### src/rtl/nvm_pkg.sv
package nvm_pkg;
  localparam int BUS_AW = 3;

  localparam logic [BUS_AW-1:0] RA_BANK = 3'd0;
  localparam logic [BUS_AW-1:0] RA_ADDR = 3'd1;
  localparam logic [BUS_AW-1:0] RA_DATA = 3'd2;
  localparam logic [BUS_AW-1:0] RA_CTRL = 3'd3;
  localparam logic [BUS_AW-1:0] RA_IRQ  = 3'd4;

  localparam int CB_REN = 0;
  localparam int CB_RGO = 1;
  localparam int CB_WEN = 2;
  localparam int CB_WGO = 3;
  localparam int CTRL_W = 4;

  localparam int IB_GIE  = 0;
  localparam int IB_EIE  = 1;
  localparam int IB_MIE  = 2;
  localparam int IB_DONE = 3;
  localparam int IB_MFF  = 4;
  localparam int IRQ_W   = 5;

  typedef enum logic [1:0] {
    ST_IDLE = 2'd0,
    ST_RD   = 2'd1,
    ST_RDF  = 2'd2,
    ST_WR   = 2'd3
  } op_state_e;
endpackage

### src/rtl/nvm_wtimer.sv
module nvm_wtimer #(
  parameter int unsigned CYCLES = 1000
) (
  input  logic clk_i,
  input  logic rst_ni,
  input  logic load_i,
  input  logic tick_i,
  output logic done_o
);
  localparam int CW = $clog2(CYCLES + 1);

  logic [CW-1:0] cnt_q;

  always_ff @(posedge clk_i or negedge rst_ni) begin
    if (!rst_ni) begin
      cnt_q <= '0;
    end else if (load_i) begin
      cnt_q <= CW'(CYCLES);
    end else if (tick_i && (cnt_q != '0)) begin
      cnt_q <= cnt_q - CW'(1);
    end
  end

  assign done_o = tick_i && (cnt_q == CW'(1));


  hold_no_tick_chk: assert property (@(posedge clk_i) disable iff (!rst_ni)
    (!load_i && !tick_i) |=> $stable(cnt_q));


  done_empties_chk: assert property (@(posedge clk_i) disable iff (!rst_ni)
    (done_o && !load_i) |=> (cnt_q == '0));
endmodule

### src/rtl/nvm_array.sv
module nvm_array #(
  parameter int AW = 6,
  parameter int DW = 8
) (
  input  logic          clk_i,
  input  logic          we_i,
  input  logic          re_i,
  input  logic [AW-1:0] addr_i,
  input  logic [DW-1:0] wdata_i,
  output logic [DW-1:0] rdata_o
);
  localparam int DEPTH = 2 ** AW;

  logic [DW-1:0] cells_q [DEPTH];

  always_ff @(posedge clk_i) begin
    if (we_i) begin
      cells_q[addr_i] <= wdata_i;
    end
    if (re_i) begin
      rdata_o <= cells_q[addr_i];
    end
  end
endmodule

### src/rtl/nvm_seq.sv
module nvm_seq
  import nvm_pkg::*;
#(
  parameter int          AW        = 6,
  parameter int          DW        = 8,
  parameter int unsigned WR_CYCLES = 1000
) (
  input  logic              clk_i,
  input  logic              rst_ni,
  input  logic              ctrl_we_i,
  input  logic [CTRL_W-1:0] ctrl_wd_i,
  input  logic              access_i,
  input  logic [AW-1:0]     addr_i,
  input  logic [DW-1:0]     data_i,
  input  logic              tick_i,
  output logic [CTRL_W-1:0] ctrl_o,
  output logic              mem_we_o,
  output logic              mem_re_o,
  output logic [AW-1:0]     mem_addr_o,
  output logic [DW-1:0]     mem_wd_o,
  output logic              rd_load_o,
  output logic              wr_done_o
);
  op_state_e     state_q;
  logic          ren_q, wen_q, rgo_q, wgo_q, arm_q;
  logic [AW-1:0] op_addr_q;
  logic [DW-1:0] op_data_q;
  logic          idle, rd_accept, wr_accept, t_done, wr_fin;

  assign idle      = (state_q == ST_IDLE);
  assign rd_accept = ctrl_we_i && ctrl_wd_i[CB_RGO] && ren_q && idle;
  assign wr_accept = ctrl_we_i && ctrl_wd_i[CB_WGO] && wen_q && arm_q && idle && !rd_accept;
  assign wr_fin    = (state_q == ST_WR) && t_done;

  nvm_wtimer #(.CYCLES(WR_CYCLES)) u_wtimer (
    .clk_i  (clk_i),
    .rst_ni (rst_ni),
    .load_i (wr_accept),
    .tick_i (tick_i),
    .done_o (t_done)
  );

  always_ff @(posedge clk_i or negedge rst_ni) begin
    if (!rst_ni) begin
      state_q   <= ST_IDLE;
      ren_q     <= 1'b0;
      wen_q     <= 1'b0;
      rgo_q     <= 1'b0;
      wgo_q     <= 1'b0;
      arm_q     <= 1'b0;
      op_addr_q <= '0;
      op_data_q <= '0;
    end else begin
      if (ctrl_we_i) begin
        ren_q <= ctrl_wd_i[CB_REN];
        wen_q <= ctrl_wd_i[CB_WEN];
      end
      if (access_i) begin
        arm_q <= ctrl_we_i && ctrl_wd_i[CB_WEN];
      end
      unique case (state_q)
        ST_IDLE: begin
          if (rd_accept) begin
            state_q   <= ST_RD;
            rgo_q     <= 1'b1;
            op_addr_q <= addr_i;
          end else if (wr_accept) begin
            state_q   <= ST_WR;
            wgo_q     <= 1'b1;
            op_addr_q <= addr_i;
            op_data_q <= data_i;
          end
        end
        ST_RD: state_q <= ST_RDF;
        ST_RDF: begin
          state_q <= ST_IDLE;
          rgo_q   <= 1'b0;
        end
        ST_WR: begin
          if (wr_fin) begin
            state_q <= ST_IDLE;
            wgo_q   <= 1'b0;
          end
        end
        default: state_q <= ST_IDLE;
      endcase
    end
  end

  always_comb begin
    ctrl_o         = '0;
    ctrl_o[CB_REN] = ren_q;
    ctrl_o[CB_RGO] = rgo_q;
    ctrl_o[CB_WEN] = wen_q;
    ctrl_o[CB_WGO] = wgo_q;
  end

  assign mem_we_o   = wr_fin;
  assign mem_re_o   = (state_q == ST_RD);
  assign mem_addr_o = op_addr_q;
  assign mem_wd_o   = op_data_q;
  assign rd_load_o  = (state_q == ST_RDF);
  assign wr_done_o  = wr_fin;


  rgo_needs_en_chk: assert property (@(posedge clk_i) disable iff (!rst_ni)
    $rose(rgo_q) |-> $past(ren_q));


  wgo_needs_en_chk: assert property (@(posedge clk_i) disable iff (!rst_ni)
    $rose(wgo_q) |-> $past(wen_q));


  wgo_needs_arm_chk: assert property (@(posedge clk_i) disable iff (!rst_ni)
    $rose(wgo_q) |-> $past(arm_q));


  one_op_chk: assert property (@(posedge clk_i) disable iff (!rst_ni)
    !(rgo_q && wgo_q));


  op_hold_chk: assert property (@(posedge clk_i) disable iff (!rst_ni)
    ((state_q == ST_WR) && !wr_fin) |=> ($stable(op_addr_q) && $stable(op_data_q)));
endmodule

### src/rtl/nvm_irq.sv
module nvm_irq
  import nvm_pkg::*;
(
  input  logic             clk_i,
  input  logic             rst_ni,
  input  logic             sw_we_i,
  input  logic [IRQ_W-1:0] sw_wd_i,
  input  logic             wr_done_i,
  input  logic             ack_i,
  input  logic             stack_ok_i,
  output logic [IRQ_W-1:0] reg_o,
  output logic             irq_o
);
  logic gie_q, eie_q, mie_q, done_q, mff_q;

  always_ff @(posedge clk_i or negedge rst_ni) begin
    if (!rst_ni) begin
      gie_q  <= 1'b0;
      eie_q  <= 1'b0;
      mie_q  <= 1'b0;
      done_q <= 1'b0;
      mff_q  <= 1'b0;
    end else begin
      if (sw_we_i) begin
        gie_q  <= sw_wd_i[IB_GIE];
        eie_q  <= sw_wd_i[IB_EIE];
        mie_q  <= sw_wd_i[IB_MIE];
        done_q <= sw_wd_i[IB_DONE];
        mff_q  <= sw_wd_i[IB_MFF];
      end
      if (ack_i) begin
        mff_q <= 1'b0;
      end
      if (wr_done_i) begin
        done_q <= 1'b1;
        mff_q  <= 1'b1;
      end
    end
  end

  always_comb begin
    reg_o          = '0;
    reg_o[IB_GIE]  = gie_q;
    reg_o[IB_EIE]  = eie_q;
    reg_o[IB_MIE]  = mie_q;
    reg_o[IB_DONE] = done_q;
    reg_o[IB_MFF]  = mff_q;
  end

  assign irq_o = gie_q && eie_q && mie_q && mff_q && stack_ok_i;


  flags_set_chk: assert property (@(posedge clk_i) disable iff (!rst_ni)
    wr_done_i |=> (done_q && mff_q));


  ack_keeps_done_chk: assert property (@(posedge clk_i) disable iff (!rst_ni)
    (ack_i && !sw_we_i && !wr_done_i) |=> (!mff_q && (done_q == $past(done_q))));


  stack_block_chk: assert property (@(posedge clk_i) disable iff (!rst_ni)
    !stack_ok_i |-> !irq_o);
endmodule

### src/rtl/nvm_regctl.sv
module nvm_regctl
  import nvm_pkg::*;
#(
  parameter int          AW        = 6,
  parameter int          DW        = 8,
  parameter int unsigned WR_CYCLES = 1000
) (
  input  logic              clk_i,
  input  logic              rst_ni,
  input  logic [BUS_AW-1:0] bus_addr_i,
  input  logic [DW-1:0]     bus_wdata_i,
  input  logic              bus_we_i,
  input  logic              bus_re_i,
  output logic [DW-1:0]     bus_rdata_o,
  input  logic              tick_i,
  input  logic              stack_ok_i,
  input  logic              irq_ack_i,
  output logic              irq_o
);
  logic              bank_q;
  logic [AW-1:0]     addr_q;
  logic [DW-1:0]     data_q;
  logic              ctrl_we, irq_we, access;
  logic [CTRL_W-1:0] ctrl;
  logic [IRQ_W-1:0]  irq_reg;
  logic              mem_we, mem_re, rd_load, wr_done;
  logic [AW-1:0]     mem_addr;
  logic [DW-1:0]     mem_wd, mem_rd;

  assign access  = bus_we_i || bus_re_i;
  assign ctrl_we = bus_we_i && (bus_addr_i == RA_CTRL) && bank_q;
  assign irq_we  = bus_we_i && (bus_addr_i == RA_IRQ);

  always_ff @(posedge clk_i or negedge rst_ni) begin
    if (!rst_ni) begin
      bank_q <= 1'b0;
      addr_q <= '0;
      data_q <= '0;
    end else begin
      if (bus_we_i && (bus_addr_i == RA_BANK)) bank_q <= bus_wdata_i[0];
      if (bus_we_i && (bus_addr_i == RA_ADDR)) addr_q <= bus_wdata_i[AW-1:0];
      if (rd_load) begin
        data_q <= mem_rd;
      end else if (bus_we_i && (bus_addr_i == RA_DATA)) begin
        data_q <= bus_wdata_i;
      end
    end
  end

  always_comb begin
    unique case (bus_addr_i)
      RA_BANK: bus_rdata_o = {{(DW-1){1'b0}}, bank_q};
      RA_ADDR: bus_rdata_o = DW'(addr_q);
      RA_DATA: bus_rdata_o = data_q;
      RA_CTRL: bus_rdata_o = bank_q ? DW'(ctrl) : '0;
      RA_IRQ:  bus_rdata_o = DW'(irq_reg);
      default: bus_rdata_o = '0;
    endcase
  end

  nvm_seq #(.AW(AW), .DW(DW), .WR_CYCLES(WR_CYCLES)) u_seq (
    .clk_i      (clk_i),
    .rst_ni     (rst_ni),
    .ctrl_we_i  (ctrl_we),
    .ctrl_wd_i  (bus_wdata_i[CTRL_W-1:0]),
    .access_i   (access),
    .addr_i     (addr_q),
    .data_i     (data_q),
    .tick_i     (tick_i),
    .ctrl_o     (ctrl),
    .mem_we_o   (mem_we),
    .mem_re_o   (mem_re),
    .mem_addr_o (mem_addr),
    .mem_wd_o   (mem_wd),
    .rd_load_o  (rd_load),
    .wr_done_o  (wr_done)
  );

  nvm_array #(.AW(AW), .DW(DW)) u_array (
    .clk_i   (clk_i),
    .we_i    (mem_we),
    .re_i    (mem_re),
    .addr_i  (mem_addr),
    .wdata_i (mem_wd),
    .rdata_o (mem_rd)
  );

  nvm_irq u_irq (
    .clk_i      (clk_i),
    .rst_ni     (rst_ni),
    .sw_we_i    (irq_we),
    .sw_wd_i    (bus_wdata_i[IRQ_W-1:0]),
    .wr_done_i  (wr_done),
    .ack_i      (irq_ack_i),
    .stack_ok_i (stack_ok_i),
    .reg_o      (irq_reg),
    .irq_o      (irq_o)
  );


  bank_gate_chk: assert property (@(posedge clk_i) disable iff (!rst_ni)
    (bus_we_i && (bus_addr_i == RA_CTRL) && !bank_q) |=>
      ($stable(ctrl[CB_REN]) && $stable(ctrl[CB_WEN])));


  data_hold_chk: assert property (@(posedge clk_i) disable iff (!rst_ni)
    (!rd_load && !(bus_we_i && (bus_addr_i == RA_DATA))) |=> $stable(data_q));
endmodule

### config.mk
export PLATFORM = sky130hd
export DESIGN_NAME = nvm_regctl
export DESIGN_NICKNAME = d
export VERILOG_FILES = /design/src/rtl/nvm_pkg.sv /design/src/rtl/nvm_wtimer.sv /design/src/rtl/nvm_array.sv /design/src/rtl/nvm_seq.sv /design/src/rtl/nvm_irq.sv /design/src/rtl/nvm_regctl.sv
export SDC_FILE = /design/constraint.sdc
export NUM_CORES = 1
export LEC_CHECK = 0
export BUFFER_PORTS_ARGS = -buffer_cell sky130_fd_sc_hd__buf_4
export CORE_MARGIN = 1.5
export CORE_UTILIZATION = 50
export DETAILED_ROUTE_END_ITERATION = 16
export PLACE_DENSITY_LB_ADDON = 0.15
export SETUP_SLACK_MARGIN = 0.1
export SKIP_CTS_REPAIR_TIMING = 1
export SLEW_MARGIN = 20
export SYNTH_ARGS = -nofsm -noshare
export SYNTH_HDL_FRONTEND = slang
export SYNTH_HIERARCHICAL = 1
export SYNTH_SLANG_ARGS = --single-unit
### constraint.sdc
create_clock -name clk_i -period 3.7 [get_ports clk_i]
set_input_delay 0.555 -clock clk_i [delete_from_list [all_inputs] [get_ports clk_i]]
set_output_delay 0.555 -clock clk_i [all_outputs]
set_load 0.01 [all_outputs]
# == After elaboration in Yosys (flattened, before gate mapping) ==
# Memories as Yosys holds them, arrays and structs flattened. A register that Yosys moved wholly into a read port is not among the register bits.
# Index checks and enable logic that the tools add are counted.
# totals
ramBits,512
output_inout_bits,9
ff_bits,51
in_bits,18
wordCells,97
memories,1
# op_classes
eq_ne,13
bitwise_logic,1
n_addsub,1
n_reduce_logical,39
mux,25
# mem_list
name,depth,word_bits,rd,rd_ports_with_merged_regs,write_ports,line_no,text
u_array.cells_q,64,8,1,1,1,nvm_array.sv:14,logic [DW-1:0] cells_q [DEPTH];
# op_table
operator,n
$pmux 8 s5,1
$logic_and 1x1->1,22
$mux 10,2
$mux 8,2
$mux 6,2
$reduce_bool 2->1,6
$mux 1,11
$eq 10x1->1 const B,1
$reduce_bool 10->1,1
$sub 10x1->10 const B,1
$ne 2x2->1 const B,4
$pmux 2 s4,1
$eq 3x2->1 const B,2
$mux 2,3
$reduce_and 2->1,3
$eq 2x2->1 const B,2
$mux 4,1
$pmux 1 s2,2
$reduce_and 4->1,1
$eq 3x1->1 const B,1
$eq 3x3->1 const B,1
$logic_not 3->1,1
$ne 3x3->1 const B,1
$reduce_and 3->1,1
other kinds (6),6

# == Depth between registers and ports, before layout ==
# depth
depth_word,11
depth_mapped,10

# == By module ==
# The synthesis kept the hierarchy.
# modules_own_cells
mod,area_per_inst_um2,instances,cells_per_inst,seq_area_each_um2
nvm_array,20529.7,1,1171,15615.0
nvm_regctl,922.1,1,79,375.4
nvm_seq,920.9,1,63,525.5
nvm_wtimer,683.2,1,77,250.2
nvm_irq,266.5,1,21,125.1

# == Worst setup path after synthesis ==
# OpenSTA, ideal clock, no wires.
# synth_path
path_type,register to register
from,reg u_seq.u_wtimer.cnt_q[6]
to,"mem u_array.cells_q[11][0], enable pin"
required_time_ns,3.330
setup_slack_ns,0.860
n_path_buf,1
t_arrival_ns,2.470
synth_period_minus_slack_ns,2.840
stages_incl_launch_ff,9
cell_sequence,dfrtp_1 or3_1 clkbuf_1 or3_1 nor2_1 and3_1 nor2b_1 nand2_1 nor2_1
# synth_between
elab_chain_cells,5
# synth_lines
element,line_no,text
"start, declared",nvm_wtimer.sv:12,logic [CW-1:0] cnt_q;
"start signal, assigned",nvm_wtimer.sv:18,cnt_q <= CW'(CYCLES);
"start signal, assigned",nvm_wtimer.sv:20,cnt_q <= cnt_q - CW'(1);
$eq 10x1->1,nvm_wtimer.sv:24,assign done_o = tick_i && (cnt_q == CW'(1));
$logic_and 1x1->1,nvm_wtimer.sv:24,
named net u_seq.t_done,nvm_seq.sv:28,"logic idle, rd_accept, wr_accept, t_done, wr_fin;"
$logic_and 1x1->1,nvm_seq.sv:33,assign wr_fin = (state_q == ST_WR) && t_done;
named net mem_we,nvm_regctl.sv:26,"logic mem_we, mem_re, rd_load, wr_done;"
$mux 1,nvm_array.sv:17,if (we_i) begin
$mux 1 (not written as such),nvm_array.sv:18,cells_q[addr_i] <= wdata_i;
"end, declared",nvm_array.sv:14,
# The timed path passes the listed nets, and every way through them passes these cells.

# == Worst setup path in the final report ==
# layout_path
from,reg u_seq.u_wtimer.cnt_q[6]
to,"mem u_array.cells_q[18][4], enable pin"
# The elaborated chain is that of the path after synthesis.

==> run summary <==
The portion of the post-synthesis area used by sequential elements is 72.4%. The tools report the power share of the combinational group as 10.6%. The routed via count divided by cell count was 6.24; the clock edge transition at the registers on the reported setup and hold paths was 0.07 ns. The core utilization of the finished layout is 58.5%, and the global-route usage over all layers is 25.7%.

For flop-to-flop paths, the worst setup slack is 0.36 ns. The tools report the number of nets with antenna violations after routing as 0. The tools report the setup TNS after final layout as 0 ns.

The logs give 2167 for the number of standard cells in the final layout excluding fillers and 3.65 ns for the data arrival time of the critical path. The kind of launch point of the worst setup path was a register. In this run the vertical extent of the chip is 219 um. The tools report the worst hold slack as -0.0404 ns.

STA classifies the critical path endpoint as a register. The worst-case IR drop observed on VDD is 0.437 mV. The number of filler cells placed in the layout is 3502. The run gives 0 as the number of antenna violations at the first check in global routing.

The run gives 3 as the buffer depth of the longest clock path. The tools report the leakage power as 0.00794 uW. The final reports fail on hold timing. After synthesis, the share of cell area in mux cells is 9.52%. Input and output buffers added on the ports amount to 26. The largest net degree at the start of global routing was 66; the number of H-tree levels was 2. Per-instance average area after synthesis: 16.5 um^2. Largest family of logic cells by synthesized area: multiplexers. Cell taking the most area after synthesis: sky130_fd_sc_hd__edfxtp_1. The number of flops mapped to enable cells by yosys was 520; the final hold violation count was 18. The floorplan step defined a die boundary enclosing 0.0480 mm^2. The global placer's final weighted congestion is 0.872, and the flip-flop and latch count after synthesis is 571. The worst min-delay path class is in2async.

The clock insertion delay at the later pin of the skew report came out at 0.61 ns. Counting distinct cell types in the post-synthesis netlist gives 79. The run gives 51.1% as the effective utilization at floorplan. The routed layout has 13500 vias. The synthesized-area fraction occupied by and/or/nand/nor cells was 6.80%; the horizontal die dimension was 219 um.

During synthesis, Yosys emitted a total of 6 warnings. The net count after synthesis came out at 1431. The critical register-to-register path endpoint was u_array/cells_q[18][4].

The tools report the number of clock buffers inserted by TritonCTS as 57. The fraction of registers with async set or reset after synthesis was 8.93%; the detailed-route wire length per cell was 27.7 um. The area share of fa/ha/maj cells after synthesis is 0.107%, and the count of final max-slew check failures is 0.

The tools report the post-detailed-route DRC marker count as 0. For this run, the leading register cell type out of synthesis is sky130_fd_sc_hd__edfxtp_1. Highest-delay cell along the critical path: sky130_fd_sc_hd__or3_1. The worst register-to-register path has a depth of 8. The start of the worst register-to-register path is u_seq/u_wtimer/cnt_q[6].

The core area came out at 0.0457 mm^2. The share of total power in the clock network is 39.9%. For the post-route standard cell area excluding fillers, the log shows 0.0267 mm^2. The synthesized netlist devotes 0% of its cell area to XOR and XNOR gates. Data on the critical path is required at its endpoint by 4.01 ns.

Relative to the synthesized area, the layout overhead comes to 14.5%. The root buffer cell chosen for the clock tree is sky130_fd_sc_hd__clkbuf_16. The worst setup path category is reg2reg. The first global-routing pass estimated 89.0 mm of wire. The tools report the number of sinks on the clock net as 571. Ranked by total cell area, the synthesized netlist is headed by sky130_fd_sc_hd__edfxtp_1, sky130_fd_sc_hd__dfrtp_1, sky130_fd_sc_hd__mux4_2. The final setup violation count is 0, and the total power density per cell area is 550 mW/mm^2.

The via count of the first global-routing pass is 13300, and the DRC marker count from the first detailed-route iteration is 1538. Per report_power, the sequential group accounts for 49.5% of the total. The placed instances occupy a cell area of 0.0248 mm^2. Derived from the worst setup path, the maximum achievable clock frequency is 299 MHz. Summing the areas of all compound-gate instances in the mapped netlist gives 8.61% of the synthesized area. The tools report the number of rows created at floorplan as 78.

At the pin with the least slew margin, the transition time is 1.09 ns. TritonCTS built the clock tree. Synthesis handed over a netlist of 1411 instances.

Across the run, the number of max-cap violations was 0. The logs give 0 for the remaining global-route overflow and 38.2 mm for the detailed placement HPWL. The number of antenna repair diodes was 0; the switching power share of the total was 23.8%. The combined area of all synthesized cells was 0.0233 mm^2; the post-layout net count was 1540. Area share of the largest cell type after synthesis: 67.0%.

Ratio of cells with drive above 1 in the final layout: 23.0%. 27 I/O pins were placed. The signal on the critical path passes through or3_1 > or3_1 > nor2_1 > and3_1 > nor2b_1 > nand2_1 > nor2_1 > buf_4.

The worst setup skew after layout is 0.0190 ns, and the maximum fanout count along the critical path is 8. The worst path uses 90.2% of the clock period. Summed over all nets, the switching power comes to 3500 uW. In this design, the stage delay of the slowest critical-path cell is 0.50 ns. Summed over all layers, the routed wires come to 60.1 mm. The run finished, with violations left. The smallest clock period supported by the final layout is computed as 3.34 ns. The total iterations of the first detailed-routing run is 6, and the count of placed standard cells including taps is 2061. Setup repair after global routing left no endpoint under its margin. Cell internal power was estimated by the tool at 11200 uW. Headroom to the max-slew limit: 27.3%.
-- final cells by class --
class	instances	area (um^2)	area share [%]
Clock inverter	38	395	1.48
Tap cell	600	751	2.81
Inverter	14	52.6	0.197
Sequential cell	571	16900	63.4
Multi-Input combinational cell	723	5840	21.9
Clock buffer	68	1510	5.66
Timing Repair Buffer	153	1220	4.58
-- stage by stage --
step	power (uW)	worst slack [ns]
global route	15100	0.189
detailed placement	8940	0.423
global placement	8920	0.417
CTS	14800	0.384
floorplan	8400	0.860
finish	14700	0.361
-- power by group through the flow --
stage,Clock (uW),Combinational [uW],Sequential (uW)
final,5870,1550,7270
after floorplan,0,1100,7300
after detailed placement,0,1530,7410
after CTS,5960,1540,7270
after global routing,6200,1660,7290
after global placement,0,1520,7400
-- routing by layer --
layer	GRT usage, %	vias up	wire length (um)	share of wire (%)
met5	0	-	0	0
met4	9.59	0	1970	3.3
met3	4.05	108	4490	7.5
met2	39.4	596	28100	47
met1	37.1	6952	25600	43
li1	-	5859	-	-
-- state kept, by name (all words and copies together) (netlist names), 2 cells and up --
register / count
u_seq/mem_wd_o: 8
addr_q: 6
u_seq/u_wtimer/cnt_q: 10
u_seq/mem_addr_o: 6
u_seq/state_q: 2
data_q: 8
u_array/cells_q: 512
u_array/rdata_o: 8
-- cells in the mapped netlist (all sizes together), types with 9 or more instances --
master / number
o21ai: 19
and3: 13
o221ai: 9
mux2: 54
a221o: 11
clkbuf: 41
edfxtp: 520
nand3b: 12
o22ai: 22
a22oi: 47
o22a: 11
a21oi: 31
a31oi: 16
dfrtp: 51
nor2: 92
a22o: 10
inv: 14
nand2b: 25
nor2b: 14
nand3: 14
mux4: 41
buf: 62
nand2: 57
mux2i: 65
and2: 11
a221oi: 22
-- cells by family (layout without fill, tap and decap cells) --
group | count (synthesis) | in the layout
buf+inv | 117 | 273
flops | 571 | 571
compound gates | 266 | 266
fa+ha+maj | 2 | 2
mux | 160 | 160
simple gates | 295 | 295
-- worst max-delay path: cells and delay by family, from the launching register on --
kind,cells,cell delay (ns)
and+or+nand+nor,7,2.39
buffers and inverters,1,0.22
DFF,1,0.41
-- how the worst max path moves through the flow --
stage | endpoint | startpoint | slack (ns) | cells past startpoint
after floorplan | u_array/cells_q[11][0] | u_seq/u_wtimer/cnt_q[6] | 0.86 | 8
after global placement | u_array/cells_q[50][4] | u_seq/u_wtimer/cnt_q[6] | 0.42 | 8
after detailed placement | u_array/cells_q[18][4] | u_seq/u_wtimer/cnt_q[6] | 0.42 | 8
after CTS | u_array/cells_q[18][6] | u_seq/u_wtimer/cnt_q[6] | 0.38 | 8
after global routing | u_array/cells_q[18][5] | u_seq/u_wtimer/cnt_q[5] | 0.19 | 8
final | u_array/cells_q[18][4] | u_seq/u_wtimer/cnt_q[6] | 0.36 | 8
-- placed cells by master, fill, tap and decap left out, drive strengths merged, types with 17 or more instances in the layout --
cell type and count:
a21oi 31, a221oi 22, a22oi 47, buf 153
clkbuf 68, clkinv 25, dfrtp 51, edfxtp 520
inv 17, mux2 54, mux2i 65, mux4 41
nand2 57, nand2b 25, nor2 92, o21ai 19
o22ai 22
Power figures use the tool's default switching activity.
